<file path="src/rtl/swal_pkg.sv">
package swal_pkg;

    localparam int DEF_SW_W      = 3;
    localparam int DEF_MAIN_W    = 12;
    localparam int DEF_MIN_RATIO = 56;

    typedef enum logic [1:0] {
        ST_LOAD    = 2'd0,
        ST_SWALLOW = 2'd1,
        ST_MAIN    = 2'd2
    } div_state_t;

endpackage

</file>
<file path="src/rtl/swal_ratio_reg.sv">
module swal_ratio_reg #(
    parameter int SW_W      = swal_pkg::DEF_SW_W,
    parameter int MAIN_W    = swal_pkg::DEF_MAIN_W,
    parameter int MIN_RATIO = swal_pkg::DEF_MIN_RATIO
) (
    input  logic                   clk_rf,
    input  logic                   rst_n,
    input  logic [SW_W+MAIN_W-1:0] ratio_word,
    input  logic                   ratio_load,
    output logic [MAIN_W-1:0]      next_m,
    output logic [SW_W-1:0]        next_a,
    output logic                   clamped
);
    localparam int RATIO_W = SW_W + MAIN_W;
    localparam logic [RATIO_W-1:0] MIN_WORD = RATIO_W'(MIN_RATIO);

    logic [RATIO_W-1:0] pend_q;
    logic [MAIN_W-1:0]  in_m;
    logic [SW_W-1:0]    in_a;
    logic               word_ok;

    always_comb begin
        in_m    = ratio_word[RATIO_W-1:SW_W];
        in_a    = ratio_word[SW_W-1:0];
        word_ok = (ratio_word >= MIN_WORD) && (MAIN_W'(in_a) <= in_m);
    end

    always_ff @(posedge clk_rf or negedge rst_n) begin
        if (!rst_n) begin
            pend_q  <= MIN_WORD;
            clamped <= 1'b0;
        end else if (ratio_load) begin
            pend_q  <= word_ok ? ratio_word : MIN_WORD;
            clamped <= !word_ok;
        end
    end

    assign next_m = pend_q[RATIO_W-1:SW_W];
    assign next_a = pend_q[SW_W-1:0];

endmodule

</file>
<file path="src/rtl/swal_prescaler.sv">
module swal_prescaler #(
    parameter int SW_W = swal_pkg::DEF_SW_W
) (
    input  logic clk_rf,
    input  logic rst_n,
    input  logic running,
    input  logic modulus_hi,
    output logic pre_tc
);
    localparam int PRE_MOD = 1 << SW_W;
    localparam int PC_W    = SW_W + 1;

    logic [PC_W-1:0] pc_q;
    logic [PC_W-1:0] last_cnt;

    always_comb begin
        last_cnt = modulus_hi ? PC_W'(PRE_MOD) : PC_W'(PRE_MOD - 1);
        pre_tc   = running && (pc_q == last_cnt);
    end

    always_ff @(posedge clk_rf or negedge rst_n) begin
        if (!rst_n) begin
            pc_q <= '0;
        end else if (!running || pre_tc) begin
            pc_q <= '0;
        end else begin
            pc_q <= pc_q + PC_W'(1);
        end
    end

endmodule

</file>
<file path="src/rtl/swal_ctrl.sv">
module swal_ctrl #(
    parameter int SW_W   = swal_pkg::DEF_SW_W,
    parameter int MAIN_W = swal_pkg::DEF_MAIN_W
) (
    input  logic              clk_rf,
    input  logic              rst_n,
    input  logic              pre_tc,
    input  logic [MAIN_W-1:0] next_m,
    input  logic [SW_W-1:0]   next_a,
    output logic              running,
    output logic              modulus_hi,
    output logic              end_evt,
    output logic              fpd
);
    import swal_pkg::*;

    div_state_t        st_q, st_nx;
    logic [MAIN_W-1:0] mcnt_q, m_nx;
    logic [SW_W-1:0]   acnt_q, a_nx;
    div_state_t        reload_st;

    always_comb begin
        reload_st = (next_a != '0) ? ST_SWALLOW : ST_MAIN;
        st_nx     = st_q;
        m_nx      = mcnt_q;
        a_nx      = acnt_q;
        end_evt   = 1'b0;
        unique case (st_q)
            ST_LOAD: begin
                m_nx  = next_m;
                a_nx  = next_a;
                st_nx = reload_st;
            end
            ST_SWALLOW: begin
                if (pre_tc) begin
                    if (mcnt_q == MAIN_W'(1)) begin
                        end_evt = 1'b1;
                        m_nx    = next_m;
                        a_nx    = next_a;
                        st_nx   = reload_st;
                    end else begin
                        m_nx = mcnt_q - MAIN_W'(1);
                        a_nx = acnt_q - SW_W'(1);
                        if (acnt_q == SW_W'(1)) begin
                            st_nx = ST_MAIN;
                        end
                    end
                end
            end
            ST_MAIN: begin
                if (pre_tc) begin
                    if (mcnt_q == MAIN_W'(1)) begin
                        end_evt = 1'b1;
                        m_nx    = next_m;
                        a_nx    = next_a;
                        st_nx   = reload_st;
                    end else begin
                        m_nx = mcnt_q - MAIN_W'(1);
                    end
                end
            end
            default: begin
                st_nx = ST_LOAD;
            end
        endcase
    end

    always_ff @(posedge clk_rf or negedge rst_n) begin
        if (!rst_n) begin
            st_q   <= ST_LOAD;
            mcnt_q <= '0;
            acnt_q <= '0;
        end else begin
            st_q   <= st_nx;
            mcnt_q <= m_nx;
            acnt_q <= a_nx;
        end
    end

    always_ff @(posedge clk_rf or negedge rst_n) begin
        if (!rst_n) begin
            fpd <= 1'b0;
        end else begin
            fpd <= end_evt;
        end
    end

    assign running    = (st_q != ST_LOAD);
    assign modulus_hi = (st_q == ST_SWALLOW);

endmodule

</file>
<file path="src/rtl/swal_testport.sv">
module swal_testport #(
    parameter logic [1:0] HALF_CODE = 2'b01
) (
    input  logic       clk_rf,
    input  logic       rst_n,
    input  logic       end_evt,
    input  logic [1:0] test_sel,
    input  logic       refout_en,
    input  logic       refout_sel,
    input  logic       port0_data,
    output logic       port0_out
);
    logic half_q;
    logic route_half;

    always_ff @(posedge clk_rf or negedge rst_n) begin
        if (!rst_n) begin
            half_q <= 1'b0;
        end else if (end_evt) begin
            half_q <= !half_q;
        end
    end

    always_comb begin
        route_half = (test_sel == HALF_CODE) && !(refout_en && refout_sel);
        port0_out  = route_half ? half_q : port0_data;
    end

endmodule

</file>
<file path="src/rtl/swallow_divider.sv">
module swallow_divider #(
    parameter int SW_W      = swal_pkg::DEF_SW_W,
    parameter int MAIN_W    = swal_pkg::DEF_MAIN_W,
    parameter int MIN_RATIO = swal_pkg::DEF_MIN_RATIO
) (
    input  logic                   clk_rf,
    input  logic                   rst_n,
    input  logic [SW_W+MAIN_W-1:0] ratio_word,
    input  logic                   ratio_load,
    input  logic [1:0]             test_sel,
    input  logic                   refout_en,
    input  logic                   refout_sel,
    input  logic                   port0_data,
    output logic                   fpd,
    output logic                   mod_ctl,
    output logic                   ratio_clamped,
    output logic                   port0_out
);
    logic [MAIN_W-1:0] next_m;
    logic [SW_W-1:0]   next_a;
    logic              running;
    logic              pre_tc;
    logic              end_evt;

    swal_ratio_reg #(
        .SW_W(SW_W), .MAIN_W(MAIN_W), .MIN_RATIO(MIN_RATIO)
    ) u_ratio (
        .clk_rf(clk_rf), .rst_n(rst_n),
        .ratio_word(ratio_word), .ratio_load(ratio_load),
        .next_m(next_m), .next_a(next_a), .clamped(ratio_clamped)
    );

    swal_prescaler #(.SW_W(SW_W)) u_pre (
        .clk_rf(clk_rf), .rst_n(rst_n),
        .running(running), .modulus_hi(mod_ctl), .pre_tc(pre_tc)
    );

    swal_ctrl #(.SW_W(SW_W), .MAIN_W(MAIN_W)) u_ctrl (
        .clk_rf(clk_rf), .rst_n(rst_n), .pre_tc(pre_tc),
        .next_m(next_m), .next_a(next_a),
        .running(running), .modulus_hi(mod_ctl),
        .end_evt(end_evt), .fpd(fpd)
    );

    swal_testport u_port (
        .clk_rf(clk_rf), .rst_n(rst_n), .end_evt(end_evt),
        .test_sel(test_sel), .refout_en(refout_en), .refout_sel(refout_sel),
        .port0_data(port0_data), .port0_out(port0_out)
    );

endmodule

</file>
<file path="config.mk">
export PLATFORM = sky130hd
export DESIGN_NAME = swallow_divider
export DESIGN_NICKNAME = d
export VERILOG_FILES = /design/src/rtl/swal_pkg.sv /design/src/rtl/swal_ratio_reg.sv /design/src/rtl/swal_prescaler.sv /design/src/rtl/swal_ctrl.sv /design/src/rtl/swal_testport.sv /design/src/rtl/swallow_divider.sv
export SDC_FILE = /design/constraint.sdc
export NUM_CORES = 1
export LEC_CHECK = 0
export ABC_CLOCK_PERIOD_IN_PS = 4260
export BUFFER_PORTS_ARGS = -buffer_cell sky130_fd_sc_hd__buf_2
export CAP_MARGIN = 20
export CORE_UTILIZATION = 62
export DETAILED_ROUTE_END_ITERATION = 10
export PLACE_DENSITY = 0.9
export SYNTH_ARGS = -nofsm -noshare
export SYNTH_HDL_FRONTEND = slang
export SYNTH_SLANG_ARGS = --single-unit
</file>
<file path="constraint.sdc">
create_clock -name clk_rf -period 4.26 [get_ports clk_rf]
set_input_delay 0.213 -clock clk_rf [delete_from_list [all_inputs] [get_ports clk_rf]]
set_output_delay 0.213 -clock clk_rf [all_outputs]
set_load 0.01 [all_outputs]
</file>
==> impl_metrics.ini <==
[run_status]
status = finished, final reports clean

[critical_path]
cp_slowest_stage_delay_ns = 0.88
cp_max_fo = 29
rr_endpoint = u_ctrl.mcnt_q[3]
ff2ff_setup_slack_ns = 1.48
cp.arrival_ns = 3.03
critPathCaptureType = flop
path_cells = inv_1 -> ha_1 -> or4b_1 -> o31ai_4 -> o21ai_0 -> a22o_1
start_kind = flop
r2r-start = u_ctrl.mcnt_q[1]
critical_path_required_ns = 4.51
cpMaxStageDelayCell = o31ai_4
r2r_cells = 6
critPathKind = reg2reg

[final_layout]
layout-area-overhead-vs-synth_pct = 9.372
final_nets = 289
n_antenna_cell = 0
final_cells = 301
drive_above_1_share = 0.2392

[floorplan]
initial_core_util = 0.6645
dieWidth_um = 62.51
io_pins = 27
fp-row-count = 21
die-area_mm2 = 0.003907
core-area_mm2 = 0.003416
die_h_um = 62.51

[logic_synthesis]
yosys_warnings = 0
avgSynthCellArea_um2 = 9.999
yosys.area.top_type = dfrtp_1
synthArstFlopShare = 1.000
ys.flop_type = dfrtp_1
synthDistinctLibCells = 53
ys_seq_area_frac = 0.4316
synth_top_area_frac = 0.3969
syn-instance-count = 227
synth.cell_area_mm2 = 0.002270
synth_seq_cells = 39
synth_area_leaders = dfrtp_1, ha_1, mux2_2
synth_nets = 262
synth_edf_count = 0

[placement]
hpwl_um = 3221
io_buffer_count = 26
place_inst = 292
gp_congestion = 0.8378

[sta]
finalHoldViolCount = 0
skew_ns = 0.01335
fin_crit_sh = 0.6533
drv_slew = 0
worst_pin_slew_ns = 1.047
fin_tns_setup_ns = 0
setup_viol = 0
slew-limit-headroom = 0.3022
fmax_mhz = 359.3
finalCriticalPeriod_ns = 2.783
rsz0062_at_grt = false

[detailed_routing]
remaining_drc_errors = 0
drtIter0Drc = 132
wl_um = 4401
ant_nets = 0
viasPerCell = 6.050
wl_per_cell_um = 14.62
firstDrtPassIters = 4
route.vias.total = 1821

[global_routing]
grt_pass1_wl_um = 7845
grt_pass1_vias = 1731
grt_util_all_layers = 0.2549
antenna_found_initial = 0
grt_overflow = 0
grt_max_degree = 40

[clock_tree]
cts_tree = done
clock_latency_ns = 0.36
clock_path_buffers = 2
numCtsBuffers = 5
clk_pin_slew_ns = 0.13
clkSinkCount = 39
root_buffer = clkbuf_4
cts_resized = 0
cts_htree_levels = 2

[hold_path]
hold_depth = 2
hold_end = u_ratio.pend_q[7]
worstHoldPathType = in2reg
hp-start = ratio_word[7]

[run]
maxCapViolations = 0

[power_and_ir_drop]
p_per_area_mw_per_mm2 = 634.2
ir_drop_mv = 0.3263
power_mw = 1.574
p_leak_nw = 1.089
## area by class of cell
class                   count  area, um2
multi-input cells         167       1187
clock inverters             3      23.77
inverters                  13      48.80
clock buffers               5      37.54
fillers                   250      933.4
repair buffers             28      147.6
well taps                  46      57.56
flip-flops and latches     39      979.7
## critical path: cells and delay by family, from the launching register on
kind	cells	cell delay (ns)
buffers and inverters	1	0.11
DFF	1	0.43
and+or+nand+nor	1	0.57
AOI/OAI and AO/OA	3	1.40
adders and majority gates	1	0.16
## flip-flops by register name, summed over array words and instances, names as in the netlist
name             flops
u_ctrl.acnt_q        3
u_port.half_q        1
u_ctrl.fpd           1
u_ctrl.mcnt_q       12
u_ratio.pend_q      15
u_pre.pc_q           4
u_ratio.clamped      1
u_ctrl.st_q          2
## worst max-delay path by stage
stage               cells past startpoint               end              from  slack, ns
finish                                  6  u_ctrl.mcnt_q[3]  u_ctrl.mcnt_q[1]       1.48
global route                            6  u_ctrl.mcnt_q[3]  u_ctrl.mcnt_q[1]       1.29
CTS                                     6  u_ctrl.mcnt_q[3]  u_ctrl.mcnt_q[1]       1.48
detailed placement                      6  u_ctrl.mcnt_q[3]  u_ctrl.mcnt_q[1]       1.53
global placement                        6  u_ctrl.mcnt_q[3]  u_ctrl.mcnt_q[1]       1.66
floorplan                               9  u_ctrl.mcnt_q[1]  u_ctrl.mcnt_q[1]       2.22
## synthesized netlist by cell type (3+ instances only)
cell       instances
nand4_1            3
nor4_1             4
o22a_1             3
nor3_1             7
dfstp_2            3
clkbuf_1           4
buf_6              3
a21oi_1           16
o22ai_1            3
inv_1             13
dfrtp_1           36
nand2_1           13
o2bb2ai_1          3
nand3_1            6
nor2_1            17
o21ai_1           15
nor3b_1            3
ha_1              12
mux2_2            12
o21ai_0            5
## logic make-up after synthesis
group / share of synthesized area
buf+inv: 0.04520
mux: 0.06891
xor+xnor: 0.01158
flops: 0.4316
compound gates: 0.1996
simple gates: 0.1770
fa+ha+maj: 0.06615
## power breakdown
part           internal (mW)  switching (mW)
Sequential             0.478           0.117
Combinational          0.319           0.463
Clock                 0.0660           0.132
Total                  0.863           0.712
## per-layer routing
layer  up-vias  track usage  share of wire
met5         -            0              0
met3         6      0.05657          0.041
met4         0      0.06686          0.011
li1        894            -              -
met1       865       0.3378           0.45
met2        56       0.4226           0.49
## stage by stage
step / hold WS (ns) / area, um2 / util / worst slack, ns
2_1_floorplan: -0.08259 / 2270 / - / 2.220
3_5_place_dp: 0.3766 / 2411 / 0.7059 / 1.527
5_1_grt: 0.08266 / 2482 / 0.7267 / 1.286
4_1_cts: 0.07712 / 2482 / 0.7267 / 1.485
6_report: 0.08923 / 2482 / 0.7267 / 1.477
3_3_place_gp: 0.3709 / 2411 / 0.7059 / 1.665
## what timing repair did
item / 4_1_cts / 5_1_grt
hold buffers: 1 / 0
buffers inserted: 0 / 0
endpoints found under the hold margin: 36 / 0
setup endpoints to repair: 0 / 0
## layout by cell type, fill, tap and decap left out, types with 3 or more instances in the layout
cell type,n
o21ai_1,15
dfrtp_1,36
nand4_1,3
nor3b_1,3
o2bb2ai_1,3
buf_2,26
a21oi_1,16
o22a_1,3
nor3_1,7
o21ai_0,5
nor4_1,4
nand3_1,6
nand2_1,13
inv_1,13
clkbuf_4,5
ha_1,12
dfstp_2,3
mux2_2,12
o22ai_1,3
nor2_1,17
Power figures use the tool's default switching activity.
